File: src/rtl/pin_change_irq_pkg.sv
package pin_change_irq_pkg;

    typedef enum logic [1:0] {
        ST_INIT  = 2'd0,
        ST_QUIET = 2'd1,
        ST_ALERT = 2'd2
    } irq_state_t;

endpackage

File: src/rtl/pcx_change_detect.sv
module pcx_change_detect #(
    parameter int PORT_W = 8
) (
    input  logic [PORT_W-1:0] pin_sync,
    input  logic [PORT_W-1:0] snap,
    input  logic [PORT_W-1:0] dir_in,
    output logic [PORT_W-1:0] diff_vec,
    output logic              any_diff
);

    // One masked compare per pin: only input-direction pins count
    for (genvar i = 0; i < PORT_W; i++) begin : g_bit
        assign diff_vec[i] = dir_in[i] & (pin_sync[i] ^ snap[i]);
    end

    assign any_diff = |diff_vec;

endmodule

File: src/rtl/pcx_snapshot.sv
module pcx_snapshot #(
    parameter int PORT_W = 8
) (
    input  logic              clk,
    input  logic              rst_n,
    input  logic              load,
    input  logic [PORT_W-1:0] pin_sync,
    output logic [PORT_W-1:0] snap
);

    always_ff @(posedge clk or negedge rst_n) begin
        if (!rst_n) begin
            snap <= '0;
        end else if (load) begin
            snap <= pin_sync;
        end
    end

    // snapshot only moves when a load is requested
    p_hold_r10: assert property (@(posedge clk) disable iff (!rst_n)
        !load |=> $stable(snap))
        else $error("p_hold_r10");

endmodule

File: src/rtl/pcx_irq_fsm.sv
module pcx_irq_fsm
    import pin_change_irq_pkg::*;
(
    input  logic       clk,
    input  logic       rst_n,
    input  logic       any_diff,
    input  logic       rd_commit,
    output logic       snap_load,
    output logic       irq_pull,
    output irq_state_t state_q
);

    irq_state_t state_d;

    always_ff @(posedge clk or negedge rst_n) begin
        if (!rst_n) begin
            state_q <= ST_INIT;
        end else begin
            state_q <= state_d;
        end
    end

    always_comb begin
        state_d = state_q;
        unique case (state_q)
            ST_INIT:  state_d = ST_QUIET;
            ST_QUIET: begin
                if (!rd_commit && any_diff) state_d = ST_ALERT;
            end
            ST_ALERT: begin
                if (rd_commit || !any_diff) state_d = ST_QUIET;
            end
            default:  state_d = ST_INIT;
        endcase
    end

    always_comb begin
        snap_load = (state_q == ST_INIT) || rd_commit;
        irq_pull  = (state_q == ST_ALERT);
    end

    // an unmasked difference without a commit raises the request
    p_raise_r2: assert property (@(posedge clk) disable iff (!rst_n)
        (state_q != ST_INIT && !rd_commit && any_diff) |=> irq_pull)
        else $error("p_raise_r2");

    // a read commit drops the request
    p_read_clear_r5: assert property (@(posedge clk) disable iff (!rst_n)
        rd_commit |=> !irq_pull)
        else $error("p_read_clear_r5");

    // no pending difference drops the request
    p_revert_clear_r4: assert property (@(posedge clk) disable iff (!rst_n)
        !any_diff |=> !irq_pull)
        else $error("p_revert_clear_r4");

    // the request is released while in reset
    always_comb begin
        if (!rst_n) begin
            a_reset_release_r1: assert (!irq_pull) else $error("a_reset_release_r1");
        end
    end

endmodule

File: src/rtl/pin_change_irq.sv
module pin_change_irq
    import pin_change_irq_pkg::*;
#(
    parameter int PORT_W = 8
) (
    input  logic              clk,
    input  logic              rst_n,
    input  logic [PORT_W-1:0] pin_sync,
    input  logic [PORT_W-1:0] dir_in,
    input  logic              rd_commit,
    output logic              irq_pull,
    output logic [PORT_W-1:0] snap
);

    logic [PORT_W-1:0] diff_vec;
    logic              any_diff;
    logic              snap_load;
    irq_state_t        state_q;

    pcx_change_detect #(.PORT_W(PORT_W)) u_detect (
        .pin_sync (pin_sync),
        .snap     (snap),
        .dir_in   (dir_in),
        .diff_vec (diff_vec),
        .any_diff (any_diff)
    );

    pcx_snapshot #(.PORT_W(PORT_W)) u_snap (
        .clk      (clk),
        .rst_n    (rst_n),
        .load     (snap_load),
        .pin_sync (pin_sync),
        .snap     (snap)
    );

    pcx_irq_fsm u_fsm (
        .clk       (clk),
        .rst_n     (rst_n),
        .any_diff  (any_diff),
        .rd_commit (rd_commit),
        .snap_load (snap_load),
        .irq_pull  (irq_pull),
        .state_q   (state_q)
    );

    // a commit captures every pin, whatever its direction
    p_capture_r5: assert property (@(posedge clk) disable iff (!rst_n)
        rd_commit |=> (snap == $past(pin_sync)))
        else $error("p_capture_r5");

    // with all pins as outputs no request can follow
    p_mask_r8: assert property (@(posedge clk) disable iff (!rst_n)
        (dir_in == '0) |=> !irq_pull)
        else $error("p_mask_r8");

endmodule

File: config.mk
export PLATFORM = sky130hd
export DESIGN_NAME = pin_change_irq
export DESIGN_NICKNAME = d
export VERILOG_FILES = /design/src/rtl/pin_change_irq_pkg.sv /design/src/rtl/pcx_change_detect.sv /design/src/rtl/pcx_snapshot.sv /design/src/rtl/pcx_irq_fsm.sv /design/src/rtl/pin_change_irq.sv
export SDC_FILE = /design/constraint.sdc
export NUM_CORES = 1
export LEC_CHECK = 0
export CORE_MARGIN = 5
export CORE_UTILIZATION = 45
export DETAILED_ROUTE_END_ITERATION = 6
export DONT_BUFFER_PORTS = 1
export GPL_ROUTABILITY_DRIVEN = 0
export MAX_ROUTING_LAYER = met4
export PLACE_DENSITY_LB_ADDON = 0.12
export SETUP_SLACK_MARGIN = 0.2
export SYNTH_ARGS = -nofsm -noshare
export SYNTH_HDL_FRONTEND = slang
export SYNTH_HIERARCHICAL = 1
export SYNTH_SLANG_ARGS = --single-unit
File: constraint.sdc
create_clock -name clk -period 2.3 [get_ports clk]
set_input_delay 0.23 -clock clk [delete_from_list [all_inputs] [get_ports clk]]
set_output_delay 0.23 -clock clk [all_outputs]
set_load 0.1 [all_outputs]
# Yosys cells after proc, flatten, opt, wreduce, memory -nomap -nowiden
# Index checks and enable logic that the tools add are counted.
# W data, S select, Z words.
# op_classes
n_eq_ne	4
mux	3
bitwise	16
reduce_logical	8
# ops
operator	count
$and A1 B1 Y1	8
$reduce_or A8 Y1	1
$xor A1 B1 Y1	8
$pmux W2 S3	1
$mux W2	2
$ne A2 B1 Y1 const B	2
$eq A2 B1 Y1 const B	1
$eq A2 B2 Y1 const B	1
$logic_not A1 Y1	2
$logic_not A2 Y1	1
$logic_or A1 B1 Y1	2
$reduce_and A2 Y1	1
$logic_and A1 B1 Y1	1
# word_totals
register_bits	10

# Depth between registers and ports, before layout
# Gate-level depths: netlist of run 1.
# depth
word_depth	7
ltp_mapped	5

# Hierarchy
# Netlist of run 1, hierarchy kept.
# by_module_without_submodules
module	seq_area_each_um2	cells_each	area_each_um2	n_inst
pcx_snapshot	200.2	17	331.6	1
pcx_change_detect	0.0	21	157.7	1
pcx_irq_fsm	50.0	10	106.4	1

# Least setup slack after synthesis of run 1
# Ideal clock, no wire load.
# synth_path
kind	reg-to-output
start	reg u_fsm.state_q[1]
end	out irq_pull
slack_ps	391
stages_incl_launch_ff	3
t_arrival_ps	1679
t_required_ps	2070
path_cell_list	dfrtp_1 inv_1 nor2_1
# synth_via
elab_chain_cells	1
# synth_rtl
element	line	text
start: declaration	pcx_irq_fsm.sv:10	output irq_state_t state_q
start signal: assignment	pcx_irq_fsm.sv:19	state_q <= state_d;
$eq A2 B2 Y1	pcx_irq_fsm.sv:39	irq_pull = (state_q == ST_ALERT);
end: declaration	pin_change_irq.sv:11	output logic irq_pull,
# No other way between the ends.

# Worst setup path in the final report of run 1
# layout_path
start	reg u_fsm.state_q[0]
end	reg u_snap.snap[6]
# layout_via
elab_chain_cells	2
# layout_rtl
element	line	text
$logic_not A2 Y1	pcx_irq_fsm.sv:38	snap_load = (state_q == ST_INIT) || rd_commit;
$logic_or A1 B1 Y1	pcx_irq_fsm.sv:38	
named net snap_load	pin_change_irq.sv:17	logic snap_load;
end signal: assignment	pcx_snapshot.sv:15	snap <= pin_sync;
end: declaration	pcx_snapshot.sv:8	output logic [PORT_W-1:0] snap
# The timed path passes the listed nets, and every way through them passes these cells.
# A chain may end at the register's enable or synchronous reset.

==> results by group, run 1 <==
Outcome
  • Outcome: completed

Global route
  • Via count of the first global-routing pass: 415
  • GR Overflow Total: 0
  • Global routing usage summed across all routing layers: 13.8%
  • Pin count of the biggest net entering global routing: 11
  • Initial antenna violation count: 0
  • Wire length of the first global-routing pass: ~1.9 mm

Power and ir drop
  • Leakage Power: between 0.3 and 0.4 nW
  • Switching power share of the total: a little over half
  • Power density normalized to cell area: between 1500 and 2000 mW/mm^2
  • Part of the power in combinational logic: about 60%
  • Clock Power Share: between 10% and 20%
  • NetSw: 0.569 mW
  • Share of total power in sequential cells: approximately a quarter
  • Internal power: 0.518 mW
  • Sum of internal, switching and leakage power: 1.09 mW
  • Peak ir drop on the vdd network: between 0.0007 and 0.0008 V

Route
  • Routed vias: about 350
  • Antenna-violating nets left: 0
  • Residual DRC: 0
  • DRT Wirelength: about 1.2 mm
  • Vias per Instance: approximately 5.2
  • Initial DRT Pass Iterations: 2
  • Detailed Route Iter0 Violations: 2
  • Wirelength per Cell: between 15 and 20 um

Layout
  • Fraction of layout instances using a drive strength above 1: between 40% and 50%
  • Cell area after layout: between 600 and 700 sq um
  • Fill count: approximately 100
  • Final Net Count: 74
  • Area growth syn-to-layout: 23.9%
  • Number of inserted diodes: 0
  • Final Util: roughly three fifths
  • Fin cells: between 60 and 70

Worst setup path
  • Critical Path Source Type: register
  • R2R Path Start: u_fsm/state_q[0]
  • Register-to-register path setup slack: between 0.8 and 0.9 ns
  • Required time of the critical path: ~2.4 ns
  • Critical Path Sink Type: register
  • Arrival time of data at the critical path endpoint: approximately 1.6 ns
  • Path depth of the worst reg2reg path: 3
  • End of the worst register-to-register path: u_snap/snap[6]
  • Crit Path Class: reg2reg
  • CP Max Fanout: 6

Clock tree
  • CTS buffer count: 3
  • Later-pin clock latency in the skew report: between 0.2 and 0.3 ns
  • Post-CTS clock slew at the launch and capture registers of the worst setup and hold paths: 0.07 ns
  • Buffer depth of the longest clock path: 2
  • Buffer type at the clock tree root: clkbuf_4
  • Count of clock tree sinks: 10
  • CTS tree: done
  • CTS H-tree depth: 1
  • Buffers inserted by post-CTS timing repair: 0

Die
  • Die width: about 45 um
  • Die area: roughly 0.0020 sq mm
  • Number of rows created at floorplan: 12
  • Die span in y: approximately 45 um
  • Effective utilization at floorplan: about half
  • Number of top-level pins: 28
  • Core Box Area: roughly 0.0011 sq mm

Synth
  • Synthesized area per cell: around 14 sq um
  • Area of the mapped netlist: between 500 and 600 sq um
  • Number of synthesis warnings: 6
  • Synthesized net count: a little under 60
  • Gate count of the mapped netlist: 40

Min path
  • Hold Path End: u_snap/snap[4]
  • Hold Crit Class: in2reg
  • Worst Hold Path Cells: 1
  • Beginning of the worst hold path: pin_sync[4]

STA
  • Worst clock skew: ~0.0006 ns
  • RSZ-0062 raised after global routing: no
  • Count of pins over their slew limit: 0
  • Number of endpoints failing setup at the final stage: 0
  • PnR worst setup slack: just under 0.9 ns
  • Setup Total Neg Slack: 0 ns
  • Final Critical Period: about 1.4 ns
  • Transition time at the pin with the least slew margin: between 0.4 and 0.5 ns
  • Highest Clock Rate: between 700 and 800 MHz
  • Worst-case headroom to the max-slew limit: between 60% and 70%
  • Hold Vio Cnt, Final: 0
  • Share of the clock period used by the worst path after layout: between 60% and 70%
  • Worst hold slack: ~0.12 ns

Placed design
  • Instance area after placement: 628 sq um
  • HPWL after detailed placement: about 1.0 mm
  • Post-placement worst setup slack: 0.874 ns
  • Port Buffer Count: 0
  • Post-Place Cells: 63

Job
  • Max capacitance violation total: 0
routing by layer:
layer / up-vias / routed length [um] / track usage, %
li1: 167 / - / -
met3: 0 / 138 / 4.78
met4: 0 / 0 / 5.26
met5: - / 0 / -
met2: 17 / 639 / 22.9
met1: 169 / 429 / 15.2
repair_timing:
item,CTS,global route
setup endpoints to repair,0,0
hold buffers,1,0
hold endpoints to repair,10,0
resized for setup,0,0
how the worst max path moves through the flow:
stage / end / depth (start not counted) / slack (ns) / startpoint
3_5_place_dp: u_snap/snap[6] / 3 / 0.87 / u_fsm/state_q[0]
5_1_grt: u_snap/snap[6] / 3 / 0.83 / u_fsm/state_q[0]
4_1_cts: u_snap/snap[0] / 3 / 0.85 / u_fsm/state_q[0]
3_3_place_gp: u_snap/snap[5] / 3 / 0.94 / u_fsm/state_q[0]
6_report: u_snap/snap[6] / 3 / 0.87 / u_fsm/state_q[0]
2_1_floorplan: irq_pull / 2 / 0.39 / u_fsm/state_q[1]
layout make-up:
class / instances / area [sq um] / area share [%]
Clock buffer: 4 / 36.3 / 5.38
Inverter: 2 / 7.51 / 1.11
Multi-Input combinational cell: 27 / 278 / 41.2
Sequential cell: 10 / 250 / 37.1
Tap cell: 14 / 17.5 / 2.60
Timing Repair Buffer: 11 / 85.1 / 12.6
state kept, by name, indices dropped and copies added, names as in the netlist:
signal and count:
u_snap/snap 8, u_fsm/state_q 2
critical path: stages (launching register included):
cell	delay, ns
dfrtp_1	0.43
o21bai_1	0.32
buf_4	0.25
mux2_4	0.32
cell usage in the layout (no fill, tap or decap), drive strengths merged:
cell,count
dfrtp,10
a22oi,4
nor2,2
inv,2
xnor2,1
nand2b,1
o21bai,1
maj3,1
xor2,8
mux2,8
buf,10
clkbuf,4
nand4,1
dlygate4sd3,1
power by group through the flow:
| stage | sequential [mW] | combinational, mW | clock [mW] |
|---|---|---|---|
| after detailed placement | 0.284 | 0.648 | 0 |
| after floorplan | 0.589 | 0.225 | 0 |
| after global routing | 0.290 | 0.674 | 0.169 |
| final | 0.282 | 0.651 | 0.154 |
| after CTS | 0.283 | 0.655 | 0.161 |
| after global placement | 0.280 | 0.638 | 0 |
No activity file was read; power rests on OpenSTA's default activity.
==> run 2, diff against run 1 <==
clock period = 1.5 ns   (was 2.3 ns; I/O delays follow)
==> run 2 against run 1 <==
Compared with the run above: power increased by 64%; via count is 7.1% higher; worst hold slack got worse by 0.094 ns; largest cell class unchanged; critical path type unchanged; cell area is 10% higher.
==> results by group, run 2 (synthesis results as in run 1) <==
Layout
  • Fill count: 95
  • Fraction of layout instances using a drive strength above 1: between 60% and 70%
  • Max reg flops: 8
  • Area growth syn-to-layout: 36.8%
  • Cell area after layout: roughly 740 sq um
  • Number of inserted diodes: 0
  • Largest registers ranked by flip-flop count: u_snap/snap (8), u_fsm/state_q (2)
  • Final Net Count: 75
  • Biggest register: u_snap/snap
  • Commonest non-fill, non-tap cell in the layout: buf_4
  • Most frequent cells in the layout: 10 x buf_4, 8 x mux2_4, 8 x dfrtp_4, 6 x xor2_1

Route
  • DRT Wirelength: 1.38 mm
  • Vias per Instance: 5.48
  • Wirelength per Cell: ~20 um
  • Detailed Route Iter0 Violations: 6
  • Routed vias: between 300 and 400
  • Initial DRT Pass Iterations: 4
  • Residual DRC: 0
  • Antenna-violating nets left: 0

Global route
  • GR Overflow Total: 0
  • Initial antenna violation count: 0
  • Global routing usage summed across all routing layers: 15.7%
  • Via count of the first global-routing pass: between 400 and 500
  • Wire length of the first global-routing pass: just over 2 mm
  • Pin count of the biggest net entering global routing: 11

STA
  • Hold Vio Cnt, Final: 0
  • Number of endpoints failing setup at the final stage: 0
  • Count of pins over their slew limit: 0
  • Worst-case headroom to the max-slew limit: between 60% and 70%
  • Share of the clock period used by the worst path after layout: 89.5%
  • Highest Clock Rate: ~740 MHz
  • Final Critical Period: ~1.3 ns
  • RSZ-0062 raised after global routing: yes
  • Transition time at the pin with the least slew margin: about 0.45 ns
  • Worst clock skew: between 0.003 and 0.004 ns
  • Setup Total Neg Slack: 0 ns

Placed design
  • HPWL after detailed placement: ~1.1 mm
  • Instance area after placement: approximately 670 sq um
  • Port Buffer Count: 0

Clock tree
  • CTS tree: done
  • Buffer type at the clock tree root: clkbuf_4
  • Count of clock tree sinks: 10
  • CTS buffer count: 3
  • CTS H-tree depth: 1
  • Post-CTS clock slew at the launch and capture registers of the worst setup and hold paths: approximately 0.070 ns
  • Later-pin clock latency in the skew report: approximately 0.27 ns
  • Buffer depth of the longest clock path: 2
  • Buffers inserted by post-CTS timing repair: 0

Die
  • Die span in y: approximately 45 um
  • Die area: roughly 0.0020 sq mm
  • Effective utilization at floorplan: between 40% and 50%
  • Number of rows created at floorplan: 12
  • Die width: ~45 um
  • Number of top-level pins: 28
  • Core Box Area: 0.00113 sq mm

Power and ir drop
  • Leakage Power: roughly 0.34 nW
  • Share of total power in sequential cells: between 20% and 30%
  • Internal power: around 0.86 mW
  • Peak ir drop on the vdd network: 0.00107 V
  • NetSw: just over 0.9 mW
  • Clock Power Share: 14.1%
  • Power density normalized to cell area: 2400 mW/mm^2
  • Switching power share of the total: between 50% and 60%
  • Part of the power in combinational logic: between 50% and 60%
  • Sum of internal, switching and leakage power: roughly 1.8 mW

Worst setup path
  • Critical Path Source Type: register
  • Required time of the critical path: 1.66 ns
  • Crit path launch: u_snap/snap[1]
  • Critical Path Sink Type: register
  • Arrival time of data at the critical path endpoint: ~1.5 ns
  • Crit Path Class: reg2reg
  • Maximum single-stage delay on the critical path: about 0.48 ns
  • R2R Path Start: u_snap/snap[1]
  • Cell breakdown of the critical path: xor2_1, a22oi_1, nand4_1, nand2b_4, maj3_2
  • Cell with the largest stage delay on the worst path: dfrtp_4
  • CP Max Fanout: 2

Min path
  • Hold Crit Class: in2reg
  • Beginning of the worst hold path: pin_sync[3]

Job
  • Max capacitance violation total: 0

Outcome
  • Outcome: completed
==> run 2: cell types whose count changed in the layout (fill, tap and decap cells not counted), moves of 2 or more <==
cell	change
xor2_1	-2
dfrtp_1	-8
dfrtp_4	+8
xor2_2	+2
==> run 2: metal layers <==
metal	GRT usage, %	vias up	wire, um
met3	7.97	4	143
met1	13.3	192	468
met5	-	-	0
met4	10.5	0	29
li1	-	165	-
met2	26.6	17	739
==> run 2: worst paths after layout <==
kind / slack [ns] / depth (start not counted) / to
min in group asynchronous: 0.26 / 1 / u_snap/snap[6]
hold / removal: 0.02 / 1 / u_snap/snap[3]
max in group asynchronous: 0.89 / 1 / u_snap/snap[2]
setup / recovery: 0.16 / 5 / u_fsm/state_q[0]
hold reg to reg: 0.63 / 2 / u_fsm/state_q[1]
setup reg to reg: 0.16 / 5 / u_fsm/state_q[0]
==> run 2: per-stage QoR <==
| stage | hold slack [ns] | util [%] | worst slack [ns] | instances |
|---|---|---|---|---|
| global placement | -0.145 | 59.6 | 0.190 | 64 |
| CTS | 0.0143 | 65.1 | 0.148 | 69 |
| floorplan | -0.146 | - | 0.0422 | 40 |
| global route | 0.0112 | 66.1 | 0.109 | 69 |
| detailed placement | -0.145 | 59.6 | 0.104 | 64 |
| finish | 0.0226 | 66.1 | 0.157 | 69 |
==> run 2: cell type report <==
cell class | instances | area [sq um] | share of cell area [%]
Multi-Input combinational cell | 27 | 307 | 41.2
Timing Repair Buffer | 12 | 96.3 | 12.9
Sequential cell | 10 | 280 | 37.6
Clock buffer | 4 | 36.3 | 4.87
Tap cell | 14 | 17.5 | 2.35
Inverter | 2 | 7.51 | 1.01
==> run 2: power groups by stage <==
stage	logic, mW	registers, mW	clock network (mW)
2_1_floorplan	0.352	0.962	0
3_3_place_gp	0.997	0.472	0
3_5_place_dp	1.01	0.487	0
4_1_cts	1.04	0.482	0.259
5_1_grt	1.08	0.496	0.269
6_report	1.05	0.489	0.252
==> run 2: repair_timing <==
item                                    CTS  global route
pin swaps                                 3             1
resized for setup                         3             2
endpoints found under the hold margin    10             0
endpoints found under the setup margin    2            10
hold buffers                              1             0
==> run 2: critical path, delay by kind of cell, from the launching register on <==
kind | cells | cell delay [ns]
flops | 1 | 0.48
fa+ha+maj | 1 | 0.28
simple gates | 2 | 0.22
xor+xnor | 1 | 0.14
compound gates | 1 | 0.10
